[src/rtl/bus_seq_pkg.sv]
package bus_seq_pkg;
   localparam int CTRL_BITS = 8;
   localparam int F_END     = 0;
   localparam int F_ACK     = 1;
   localparam int F_STEP    = 2;
   localparam int F_HALF    = 3;
   localparam int F_REP_LO  = 4;
   localparam int F_LSTART  = 6;
   localparam int F_LEND    = 7;
   localparam int F_LINES   = 8;
endpackage

[src/rtl/bus_seq_pram.sv]
module bus_seq_pram #(
   parameter int DEPTH = 64,
   parameter int WW    = 14,
   localparam int IW   = $clog2(DEPTH)
) (
   input  logic          clk,
   input  logic          lock,
   input  logic          we,
   input  logic [IW-1:0] wi,
   input  logic [WW-1:0] wd,
   input  logic [IW-1:0] ri,
   output logic [WW-1:0] rd
);
   generate
      if (DEPTH < 2 || DEPTH > 1024) begin : g_bad_depth
         $error("bus_seq_pram: DEPTH out of range");
      end
   endgenerate

   logic [WW-1:0] mem [DEPTH];

   always_ff @(posedge clk) begin
      if (we && !lock) mem[wi] <= wd;
   end

   assign rd = mem[ri];

   assert_locked_write_R12: assert property (@(posedge clk)
      (we && lock) |=> mem[$past(wi)] == $past(mem[wi]));
endmodule

[src/rtl/bus_seq_addr.sv]
module bus_seq_addr #(
   parameter int AW = 16
) (
   input  logic          clk,
   input  logic          rst_n,
   input  logic          load,
   input  logic [AW-1:0] ld_val,
   input  logic          inc,
   output logic [AW-1:0] q
);
   generate
      if (AW < 1 || AW > 64) begin : g_bad_aw
         $error("bus_seq_addr: AW out of range");
      end
   endgenerate

   always_ff @(posedge clk or negedge rst_n) begin
      if (!rst_n)    q <= '0;
      else if (load) q <= ld_val;
      else if (inc)  q <= q + 1'b1;
   end

   assert_addr_step_R5: assert property (@(posedge clk) disable iff (!rst_n)
      (inc && !load) |=> q == $past(q) + 1'b1);
endmodule

[src/rtl/bus_seq_sample.sv]
module bus_seq_sample #(
   parameter int DW      = 16,
   parameter bit HALF_EN = 1'b1
) (
   input  logic          clk,
   input  logic          rst_n,
   input  logic          cap,
   input  logic          dly,
   input  logic [DW-1:0] d,
   output logic [DW-1:0] q
);
   logic [DW-1:0] mid_q;
   logic          use_mid;

   generate
      if (HALF_EN) begin : g_mid
         always_ff @(negedge clk or negedge rst_n) begin
            if (!rst_n)          mid_q <= '0;
            else if (cap && dly) mid_q <= d;
         end
         assign use_mid = dly;
      end else begin : g_rise_only
         assign mid_q   = '0;
         assign use_mid = 1'b0;
      end
   endgenerate

   always_ff @(posedge clk or negedge rst_n) begin
      if (!rst_n)   q <= '0;
      else if (cap) q <= use_mid ? mid_q : d;
   end

   assert_rise_sample_R10: assert property (@(posedge clk) disable iff (!rst_n)
      (cap && !dly) |=> q == $past(d));
endmodule

[src/rtl/bus_pattern_seq.sv]
module bus_pattern_seq
   import bus_seq_pkg::*;
#(
   parameter int LINES   = 6,
   parameter int DEPTH   = 64,
   parameter int AW      = 16,
   parameter int DW      = 16,
   parameter int LCW     = 4,
   parameter bit HALF_EN = 1'b1,
   localparam int IW     = $clog2(DEPTH),
   localparam int WW     = CTRL_BITS + LINES
) (
   input  logic             clk,
   input  logic             rst_n,
   input  logic             req,
   input  logic [IW-1:0]    req_idx,
   input  logic [AW-1:0]    req_addr,
   input  logic             req_rd,
   input  logic [LCW-1:0]   loop_count,
   input  logic             mode_dly,
   input  logic             wr_en,
   input  logic [IW-1:0]    wr_idx,
   input  logic [WW-1:0]    wr_word,
   input  logic [DW-1:0]    data_in,
   output logic [LINES-1:0] bus_lines,
   output logic             xfer_ack,
   output logic [AW-1:0]    bus_addr,
   output logic [DW-1:0]    data_q,
   output logic             busy,
   output logic             err
);
   generate
      if (LINES < 1 || LINES > 24) begin : g_bad_lines
         $error("bus_pattern_seq: LINES out of range");
      end
      if (LCW < 1) begin : g_bad_lcw
         $error("bus_pattern_seq: LCW must be positive");
      end
   endgenerate

   logic            active, rd_mode, pend_v, pend_rd;
   logic [IW-1:0]   cur, lp_idx, pend_idx;
   logic [AW-1:0]   pend_addr;
   logic [1:0]      rep_cnt;
   logic [LCW-1:0]  lp_cnt;
   logic [WW-1:0]   word;

   logic            w_end, w_ack, w_step, w_half, w_ls, w_le;
   logic [1:0]      w_rep, rep_eff;
   logic            last_rep, adv, end_now, use_pend, use_req, launch;
   logic [IW-1:0]   s_idx;
   logic [AW-1:0]   s_addr;
   logic            s_rd;

   bus_seq_pram #(.DEPTH(DEPTH), .WW(WW)) u_pram (
      .clk(clk), .lock(active), .we(wr_en), .wi(wr_idx), .wd(wr_word),
      .ri(cur), .rd(word));

   assign w_end  = word[F_END];
   assign w_ack  = word[F_ACK];
   assign w_step = word[F_STEP];
   assign w_half = word[F_HALF];
   assign w_rep  = word[F_REP_LO +: 2];
   assign w_ls   = word[F_LSTART];
   assign w_le   = word[F_LEND];

   assign rep_eff  = w_end ? 2'd0 : w_rep;
   assign last_rep = (rep_cnt == rep_eff);
   assign adv      = active && last_rep;
   assign end_now  = adv && w_end;
   assign use_pend = end_now && pend_v;
   assign use_req  = req && (!active || (end_now && !pend_v));
   assign launch   = use_pend || use_req;
   assign s_idx    = use_pend ? pend_idx  : req_idx;
   assign s_addr   = use_pend ? pend_addr : req_addr;
   assign s_rd     = use_pend ? pend_rd   : req_rd;

   always_ff @(posedge clk or negedge rst_n) begin
      if (!rst_n) begin
         active  <= 1'b0;
         cur     <= '0;
         rep_cnt <= '0;
         rd_mode <= 1'b0;
         lp_idx  <= '0;
         lp_cnt  <= '0;
      end else if (launch) begin
         active  <= 1'b1;
         cur     <= s_idx;
         rep_cnt <= '0;
         rd_mode <= s_rd;
         lp_idx  <= s_idx;
         lp_cnt  <= loop_count;
      end else if (end_now) begin
         active  <= 1'b0;
         rep_cnt <= '0;
      end else if (active) begin
         if (w_ls) lp_idx <= cur;
         if (!last_rep) begin
            rep_cnt <= rep_cnt + 1'b1;
         end else begin
            rep_cnt <= '0;
            if (w_le && lp_cnt != '0) begin
               cur    <= lp_idx;
               lp_cnt <= lp_cnt - 1'b1;
            end else begin
               cur <= cur + 1'b1;
            end
         end
      end
   end

   always_ff @(posedge clk or negedge rst_n) begin
      if (!rst_n) begin
         pend_v    <= 1'b0;
         pend_idx  <= '0;
         pend_addr <= '0;
         pend_rd   <= 1'b0;
      end else if (use_pend) begin
         pend_v <= 1'b0;
      end else if (req && active && !pend_v && !use_req) begin
         pend_v    <= 1'b1;
         pend_idx  <= req_idx;
         pend_addr <= req_addr;
         pend_rd   <= req_rd;
      end
   end

   always_ff @(posedge clk or negedge rst_n) begin
      if (!rst_n)                          err <= 1'b0;
      else if (active && w_end && w_rep != 2'd0) err <= 1'b1;
   end

   bus_seq_addr #(.AW(AW)) u_addr (
      .clk(clk), .rst_n(rst_n), .load(launch), .ld_val(s_addr),
      .inc(active && w_step), .q(bus_addr));

   bus_seq_sample #(.DW(DW), .HALF_EN(HALF_EN)) u_samp (
      .clk(clk), .rst_n(rst_n), .cap(active && rd_mode && w_ack),
      .dly(mode_dly && w_half), .d(data_in), .q(data_q));

   assign bus_lines = active ? word[F_LINES +: LINES] : '1;
   assign xfer_ack  = active && w_ack;
   assign busy      = active;

   assert_hold_word_R4: assert property (@(posedge clk) disable iff (!rst_n)
      (active && !last_rep && !launch) |=> bus_lines == $past(bus_lines));
   assert_idle_high_R7: assert property (@(posedge clk) disable iff (!rst_n)
      (end_now && !launch) |=> (bus_lines == '1 && !xfer_ack && !busy));
   assert_chain_busy_R8: assert property (@(posedge clk) disable iff (!rst_n)
      launch |=> busy);
   assert_err_sticky_R9: assert property (@(posedge clk) disable iff (!rst_n)
      err |=> err);
endmodule

[config.mk]
export PLATFORM = sky130hd
export DESIGN_NAME = bus_pattern_seq
export DESIGN_NICKNAME = d
export VERILOG_FILES = /design/src/rtl/bus_seq_pkg.sv /design/src/rtl/bus_seq_pram.sv /design/src/rtl/bus_seq_addr.sv /design/src/rtl/bus_seq_sample.sv /design/src/rtl/bus_pattern_seq.sv
export SDC_FILE = /design/constraint.sdc
export NUM_CORES = 1
export LEC_CHECK = 0
export ABC_AREA = 1
export BUFFER_PORTS_ARGS = -buffer_cell sky130_fd_sc_hd__buf_2
export CAP_MARGIN = 20
export CELL_PAD_IN_SITES_DETAIL_PLACEMENT = 0
export CELL_PAD_IN_SITES_GLOBAL_PLACEMENT = 1
export CORE_MARGIN = 1.5
export CORE_UTILIZATION = 46
export CTS_CLUSTER_DIAMETER = 200
export DETAILED_ROUTE_END_ITERATION = 8
export GPL_ROUTABILITY_DRIVEN = 0
export GPL_TIMING_DRIVEN = 0
export PLACE_DENSITY_LB_ADDON = 0.1
export SLEW_MARGIN = 30
export SYNTH_ARGS = -nofsm -noshare
export SYNTH_HDL_FRONTEND = slang
export SYNTH_HIERARCHICAL = 1
export SYNTH_SLANG_ARGS = --single-unit
[constraint.sdc]
create_clock -name clk -period 4.29 [get_ports clk]
set_input_delay 0.858 -clock clk [delete_from_list [all_inputs] [get_ports clk]]
set_output_delay 0.858 -clock clk [all_outputs]
set_load 0.005 [all_outputs]
# ---- Word level (Yosys, flattened, before mapping)
# Memory sizes are Yosys's and may differ from the RTL's.
# Index checks and enable logic that the tools add are counted.
dict set report classes {
  addsub 4
  eq_ne 2
  mux 32
  bitwise_logic 1
  reduce_logical 37
}
# op n
set ops {}
lappend ops {{$mux W6} 11}
lappend ops {{$mux W16} 4}
lappend ops {{$mux W4} 5}
lappend ops {{$logic_and A1 B1 Y1} 18}
lappend ops {{$add A16 B1 Y16 const B} 1}
lappend ops {{$reduce_bool A2 Y1} 8}
lappend ops {{$mux W2} 5}
lappend ops {{$mux W1} 7}
lappend ops {{$add A6 B1 Y6 const B} 1}
lappend ops {{$reduce_and A3 Y1} 2}
lappend ops {{$reduce_and A4 Y1} 1}
lappend ops {{$reduce_bool A4 Y1} 1}
lappend ops {{$sub A4 B1 Y4 const B} 1}
lappend ops {{$logic_not A1 Y1} 3}
lappend ops {{$reduce_bool A3 Y1} 1}
lappend ops {{$add A2 B1 Y2 const B} 1}
lappend ops {{$eq A2 B2 Y1} 1}
lappend ops {{$logic_or A1 B1 Y1} 2}
lappend ops {{$ne A2 B1 Y1 const B} 1}
lappend ops {{$reduce_and A2 Y1} 1}
lappend ops {{$not A1 Y1} 1}
dict set report totals {
  reg_bits 93
  ram_bits 896
  inputBits 68
  out_inout_bits 41
  word_cells 91
  memories 1
}
# name words width read_ports rd_clocked_by_memory_dff write_ports line
set memory_table {}
lappend memory_table {u_pram.mem 64 14 1 0 1 bus_seq_pram.sv:20} ;# logic [WW-1:0] mem [DEPTH];

# ---- Logic depth before layout (Yosys ltp)
# Gate-level depths: netlist (run 1).
# An unclocked memory read counts as a cell.
dict set report logic_depth {
  word_depth 12
  ltp_mapped 29
  ltp_nobuf 25
}

# ---- Cells and area by module
# The synthesis (run 1) kept the hierarchy.
# module instances cells_each area_each_um2
set by_module_without_submodules {}
lappend by_module_without_submodules {bus_seq_pram 1 3072 36658.9}
lappend by_module_without_submodules {bus_pattern_seq 1 360 2567.5}
lappend by_module_without_submodules {bus_seq_sample 1 188 1552.7}
lappend by_module_without_submodules {bus_seq_addr 1 141 1039.7}

==> flow_summary.yaml, run 1 <==
global_routing:
  grt_pass1_vias: 27500
  use_met3_pct: 4.67
  overflow: 0
  grt.met2_usage_pct: 43.7
  grtUsageTotal_pct: 29.2
  grt_most_used_layer: "met2"
  grt_max_degree: 65
  grt_pass1_wl_um: 194000
  grtUsageMet1_pct: 43.5
  antenna_found_initial: 2
finish:
  seq_area_mm2: 0.0292
  nFillCells: 7896
  area_growth_pct: 18.8
  drive_gt1_share_pct: 17.2
  final_nets: 4133
  utilization_pct: 55.2
  multi_input_area_mm2: 0.0113
sta:
  rsz0062_at_grt: "true"
  setup_viol: 17
  hold_viol: 0
  fin_ws_ns: -0.702
  totalNegativeSetupSlack_ns: -10.89
  skew_ns: 0.0620
  slew_viol_final: 0
  worst_pin_slew_ns: 0.977
  relSlewSlack_pct: 34.8
power_and_ir_drop:
  ir_drop_mv: 0.442
  p_int_mw: 20.7
  seqPwrFrac_pct: 33.3
  p_sw_mw: 13.4
  p_comb_share_pct: 41.3
  leakagePower_nw: 19.1
  clock_power_share_pct: 25.4
  switching_share_pct: 39.2
  power_density_mw_per_mm2: 686
drt:
  drc: 0
  first_pass_iters: 6
  wire_per_inst_um: 25.7
  via_per_inst: 5.61
  dr_total_vias: 29900
  finalWirelength_um: 137000
  first_iter_violations: 3482
  ant_nets: 0
clock_tree:
  numCtsBuffers: 104
  tritoncts: "built"
  clk_pin_slew_worst_paths_ns: 0.06
  clock_latency_ns: 0.68
  cts_hold_buf: 0
  root_buffer: "clkbuf_16"
  max-clock-path-buffers: 3
  htreeDepth: 3
  clock_sinks: 989
setup_path:
  cp_slowest_stage_delay_ns: 0.45
  cp_cell_sequence: "buf_12, clkinv_16, buf_16, buf_12, buf_8, nand2_2, nand3_2, nand3_2, nand2_2, nand2_2, nand3_4, nand3_4, nand2_4, nand2_4, nor2_4, buf_8, nand2_8, clkbuf_16, nand2_2, o21ai_2"
  worst-path-max-fanout: 7
  critPathTopFamily: "simple AND/OR/NAND/NOR gates"
  crit_required_ns: 2.62
  cp_common_cell: "nand2_2"
  critPathKind: "flip-flop to flip-flop"
  cp_slowest_cell: "dfrtp_2"
  startpoint_type: "flip-flop"
  critical_path_buf_inv_count: 7
  worstReg2RegStart: "cur[0]$_DFFE_PN0P_"
  worst-endpoint-arrival_ns: 3.32
  critPathCaptureType: "flip-flop"
  crit_path_start: "cur[0]$_DFFE_PN0P_"
synthesis:
  netlist_instances: 3761
  synthArstFlopShare_pct: 9.40
  synth.cell_area_mm2: 0.0418
  ys_seq_elements: 989
  yosysUniqueCellTypes: 39
  synth_fp_nets: 3832
  synth_top_area_share_pct: 64.3
  synthTopCellsByArea: "edfxtp_1, nand2_1, nand3_1"
  synth_flop_cell: "edfxtp_1"
  synth-warning-count: 6
  synth_edf_count: 896
  avgSynthCellArea_um2: 11.1
  synth_top_area_cell: "edfxtp_1"
  synth-seq-area-share_pct: 69.9
place:
  port_buffers: 108
  hpwl_um: 93400
floorplan:
  die_x_um: 305
  die_area_mm2: 0.0927
  io_pins: 109
  placementRows: 110
  initial_utilization_pct: 46.5
  die_y_um: 305
  core_area_mm2: 0.0900
run_status:
  violations: "setup timing"
  outcome: "finished with violations"
worst_hold_path:
  hold_path_class: "input pin to asynchronous set/reset pin"
flow_run:
  drv_cap: 0
==> final cells by class <==
cell class,count,share of cell area (%)
Sequential cell,989,58.9
Buffer,214,4.23
Timing Repair Buffer,195,3.64
Multi-Input combinational cell,2446,22.8
Timing Repair inverter,1,0.0403
Clock buffer,140,5.77
Inverter,111,0.935
Antenna cell,3,0.0151
Clock inverter,51,0.783
Tap cell,1176,2.96
==> path summary, 6_finish.rpt <==
kind	to	slack, ns	depth (start not counted)
max	u_samp/mid_q[9]$_DFFE_NN0P_	-0.70	20
min	u_samp/q[8]$_DFFE_PN0P_	0.1	1
max reg2reg	u_samp/mid_q[9]$_DFFE_NN0P_	-0.70	20
min reg2reg	u_samp/mid_q[0]$_DFFE_NN0P_	0.43	2
max in group asynchronous	u_samp/mid_q[14]$_DFFE_NN0P_	1.80	1
min in group clk	u_samp/mid_q[0]$_DFFE_NN0P_	0.43	2
==> timing repair <==
action,CTS,global route
pin swaps,8,23
endpoints found under the hold margin,0,0
cloned,4,4
buffers inserted,6,37
setup endpoints to repair,39,29
resized for setup,126,151
==> cells in the mapped netlist (6+ instances only) <==
cell type	instances
o21ai_2	16
nor2_1	85
o21ai_0	46
nand4_1	11
nand2_1	1410
buf_4	31
inv_1	99
buf_2	93
nand3_1	810
a22oi_1	12
dfrtn_1	16
or2_2	6
buf_1	6
xor2_1	6
nor2_2	6
buf_6	58
edfxtp_1	896
dfrtp_1	77
clkbuf_1	25
==> registers in the layout, indices dropped and copies added (netlist names) <==
signal and count:
busy 1, u_samp/mid_q 16, err 1, rd_mode 1
rep_cnt 2, pend_rd 1, pend_idx 6, pend_addr 16
lp_cnt 4, u_samp/q 16, cur 6, lp_idx 6
u_addr/q 16, u_pram/mem 896, pend_v 1
==> worst register-to-register path, delay by kind of cell, from the launching register on <==
| family | cells | cell delay (ns) |
|---|---|---|
| buf+inv | 7 | 1.05 |
| simple gates | 12 | 1.10 |
| compound gates | 1 | 0.05 |
| flops | 1 | 0.45 |
==> placed cells by master (no fill, tap or decap), types with 20 or more instances in the layout <==
| cell | synthesis | layout |
|---|---|---|
| nor2_4 | 1 | 39 |
| buf_8 | 2 | 25 |
| buf_12 | 0 | 40 |
| nand3_1 | 810 | 778 |
| buf_4 | 31 | 98 |
| nand2_2 | 4 | 32 |
| nor2_2 | 6 | 33 |
| inv_1 | 99 | 98 |
| nor2_1 | 85 | 20 |
| o21ai_0 | 46 | 46 |
| buf_2 | 93 | 135 |
| nand3_2 | 3 | 31 |
| clkbuf_1 | 25 | 37 |
| buf_6 | 58 | 55 |
| clkinv_1 | 1 | 32 |
| edfxtp_1 | 896 | 896 |
| clkbuf_16 | 0 | 112 |
| nand2_1 | 1410 | 1377 |
| dfrtp_1 | 77 | 76 |
==> per-layer routing <==
metal  up-vias  wire length (µm)
met5         -                13
met4         2              4450
met3       219             11800
met2      1347             60700
met1     14700             59900
li1      13600                 -
==> per-stage QoR <==
stage                     cells  hold WS, ns  worst slack, ns  power, mW  cell area (µm²)
after floorplan            3761        0.415          -0.0393       19.0            41800
after global placement     5045        0.425            -1.65       23.6            43800
after detailed placement   5082        0.428            -1.62       23.8            44900
after CTS                  5283       0.0754           -0.753       33.1            48700
after global routing       5323       0.0980           -0.795       35.6            49700
final                      5326       0.0999           -0.702       34.1            49700
==> power groups by stage <==
stage	logic, mW	clock network (mW)	registers [mW]
2_1_floorplan	7.51	0	11.4
3_3_place_gp	12.1	0	11.5
3_5_place_dp	12.2	0	11.5
4_1_cts	12.9	8.81	11.3
5_1_grt	15.1	9.17	11.4
6_report	14.1	8.68	11.4
==> logic make-up (layout without fill, tap and decap cells) <==
family | after synthesis | in the layout | share of synthesized area [%]
AO/OA/AOI/OAI | 91 | 91 | 1.37
buffers and inverters | 326 | 712 | 4.63
other | 0 | 3 | 0
flip-flops | 989 | 989 | 69.9
adder cells (fa/ha/maj) | 3 | 3 | 0.0898
XOR/XNOR | 11 | 11 | 0.230
AND/OR/NAND/NOR | 2341 | 2341 | 23.8
No activity file was read; power rests on OpenSTA's default activity.
==> inputs of run 2 (changes only) <==
--- a/config.mk
+++ b/config.mk
@@ -8,7 +8,7 @@
 export ABC_AREA = 1
 export BUFFER_PORTS_ARGS = -buffer_cell sky130_fd_sc_hd__buf_2
 export CAP_MARGIN = 20
-export CELL_PAD_IN_SITES_DETAIL_PLACEMENT = 0
+export CELL_PAD_IN_SITES_DETAIL_PLACEMENT = 1
 export CELL_PAD_IN_SITES_GLOBAL_PLACEMENT = 1
 export CORE_MARGIN = 1.5
 export CORE_UTILIZATION = 46
@@ -17,6 +17,7 @@
 export GPL_ROUTABILITY_DRIVEN = 0
 export GPL_TIMING_DRIVEN = 0
 export PLACE_DENSITY_LB_ADDON = 0.1
+export SETUP_SLACK_MARGIN = 0.2
 export SLEW_MARGIN = 30
 export SYNTH_ARGS = -nofsm -noshare
 export SYNTH_HDL_FRONTEND = slang
==> run 2 against run 1 <==
The flow still finishes with violations (setup timing). Non-clock buffer count grew 50. Clock skew grew 0.0031 ns. Die area is the same. Setup slack lost 0.060 ns. Largest cell class unchanged.
==> flow_summary.yaml, run 2 (synthesis results as in run 1) <==
run_status:
  outcome: "finished with violations"
  violations: "setup timing"
setup_path:
  critical_path_buf_inv_count: 6
  r2r_end: "u_samp/mid_q[3]$_DFFE_NN0P_"
  cp_slowest_stage_delay_ns: 0.45
  worst-path-max-fanout: 8
  worstReg2RegStart: "cur[0]$_DFFE_PN0P_"
  critPathCaptureType: "flip-flop"
  crit_required_ns: 2.64
  cp_slowest_cell: "dfrtp_2"
  r2r_cells: 19
  critPathTopFamily: "simple AND/OR/NAND/NOR gates"
  worst-endpoint-arrival_ns: 3.40
  critPathKind: "flip-flop to flip-flop"
  cp_cell_sequence: "buf_12, clkinv_16, buf_16, buf_12, nand2_4, nand3_2, nand3_2, nand2_2, nand2_2, nand3_4, nand3_4, nand2_4, nand2_4, nor2_4, buf_8, nand2_8, clkbuf_16, nand2_2, o21ai_2"
  reg2reg_slack_ns: -0.76
  startpoint_type: "flip-flop"
  cp.depth: 19
drt:
  dr_total_vias: 31600
  drc: 0
  finalWirelength_um: 150000
  via_per_inst: 5.89
  wire_per_inst_um: 27.8
  ant_nets: 0
  first_iter_violations: 3526
  first_pass_iters: 5
clock_tree:
  clock_latency_ns: 0.70
  clk_pin_slew_worst_paths_ns: 0.06
  root_buffer: "clkbuf_16"
  htreeDepth: 3
  clock_sinks: 989
  numCtsBuffers: 106
  tritoncts: "built"
  max-clock-path-buffers: 3
finish:
  nFillCells: 9370
  final_cell_mix: "nand2_1, edfxtp_1, nand3_1, buf_4, buf_2"
  final_nets: 4185
  largest_reg_flops: 896
  drive_gt1_share_pct: 20.0
  seq_area_mm2: 0.0292
  regMostFlops: "u_pram/mem"
  final_common_cell: "nand2_1"
  multi_input_area_mm2: 0.0117
  area_growth_pct: 21.6
global_routing:
  overflow: 0
  grtUsageTotal_pct: 31.9
  grt_max_degree: 65
  grt_pass1_vias: 31500
  grt_pass1_wl_um: 214000
  antenna_found_initial: 3
sta:
  skew_ns: 0.0651
  hold_viol: 0
  totalNegativeSetupSlack_ns: -12.94
  fin_ws_ns: -0.762
  worst_pin_slew_ns: 0.969
  setup_viol: 27
  rsz0062_at_grt: "true"
  relSlewSlack_pct: 35.2
  slew_viol_final: 0
floorplan:
  die_area_mm2: 0.0927
  die_y_um: 305
  die_x_um: 305
  core_area_mm2: 0.0900
  initial_utilization_pct: 46.5
  placementRows: 110
  io_pins: 109
flow_run:
  drv_cap: 0
worst_hold_path:
  hold_path_class: "input pin to asynchronous set/reset pin"
place:
  hpwl_um: 99900
  port_buffers: 108
power_and_ir_drop:
  ir_drop_mv: 0.414
  leakagePower_nw: 19.6
  power_mw: 36.2
  power_density_mw_per_mm2: 712
[run 2: cell types whose count changed in the layout (fill, tap and decap cells not counted), moves of 7 or more]
cell	delta
buf_4	+39
nand2_2	+15
nand3_2	+40
bufinv_16	+7
nand2_1	-23
clkbuf_4	-10
clkinv_1	-7
nand2_4	+8
buf_12	+14
nand3_1	-42
[run 2: what timing repair did]
item	in CTS	in global routing
gates cloned	11	4
hold buffers	0	0
hold endpoints to repair	0	0
pin swaps	15	29
setup buffers	47	43
endpoints found under the setup margin	80	39
gates resized for setup	253	160
[run 2: worst max-delay path by stage]
stage                             from                      endpoint  slack [ns]
floorplan           cur[0]$_DFFE_PN0P_  u_samp/mid_q[11]$_DFFE_NN0P_       -0.04
global placement    cur[2]$_DFFE_PN0P_  u_samp/mid_q[11]$_DFFE_NN0P_       -1.63
detailed placement  cur[2]$_DFFE_PN0P_   u_samp/mid_q[4]$_DFFE_NN0P_       -1.65
CTS                 cur[0]$_DFFE_PN0P_   u_samp/mid_q[7]$_DFFE_NN0P_       -0.70
global route        cur[0]$_DFFE_PN0P_   u_samp/mid_q[7]$_DFFE_NN0P_       -0.79
finish              cur[0]$_DFFE_PN0P_   u_samp/mid_q[3]$_DFFE_NN0P_       -0.76
[run 2: layout make-up]
class                   instances  area share, %
repair buffers                244           4.48
well taps                    1176           2.89
inverters                     111          0.903
diodes                          1        0.00492
repair inverters                1         0.0394
plain buffers                 215           4.50
clock inverters                59           1.25
flip-flops and latches        989           57.5
multi-input cells            2446           22.9
clock buffers                 134           5.50
[run 2: layer usage]
| layer | share of wire [%] | vias to the layer above | global-route usage, % |
|---|---|---|---|
| met3 | 8.1 | 308 | 4.89 |
| li1 | - | 13700 | - |
| met5 | 0 | - | 0 |
| met2 | 46 | 1422 | 50.5 |
| met1 | 42 | 16200 | 45.1 |
| met4 | 3.8 | 0 | 11.3 |
[run 2: worst register-to-register path: cells and delay by family, from the launching register on]
kind | cells | cell delay [ns]
compound gates | 1 | 0.05
simple gates | 12 | 1.22
buf+inv | 6 | 0.98
flops | 1 | 0.45
[run 2: where the power goes]
part / switching, mW / total [mW] / internal (mW) / leakage, nW
Combinational: 10.2 / 15.6 / 5.46 / 8.76
Clock: 3.84 / 9.22 / 5.38 / 1.67
Sequential: 0.391 / 11.4 / 11.0 / 9.21
Total: 14.4 / 36.2 / 21.8 / 19.6
[run 2: stage by stage]
stage | instances | hold slack (ns) | worst slack, ns | instance area [µm²] | utilization, %
2_1_floorplan | 3761 | 0.415 | -0.0393 | 41800 | -
3_3_place_gp | 5045 | 0.425 | -1.63 | 43800 | 48.7
3_5_place_dp | 5077 | 0.428 | -1.65 | 44800 | 49.7
4_1_cts | 5328 | 0.0583 | -0.696 | 49800 | 55.3
5_1_grt | 5376 | 0.0748 | -0.791 | 50800 | 56.5
6_report | 5376 | 0.0820 | -0.762 | 50800 | 56.5
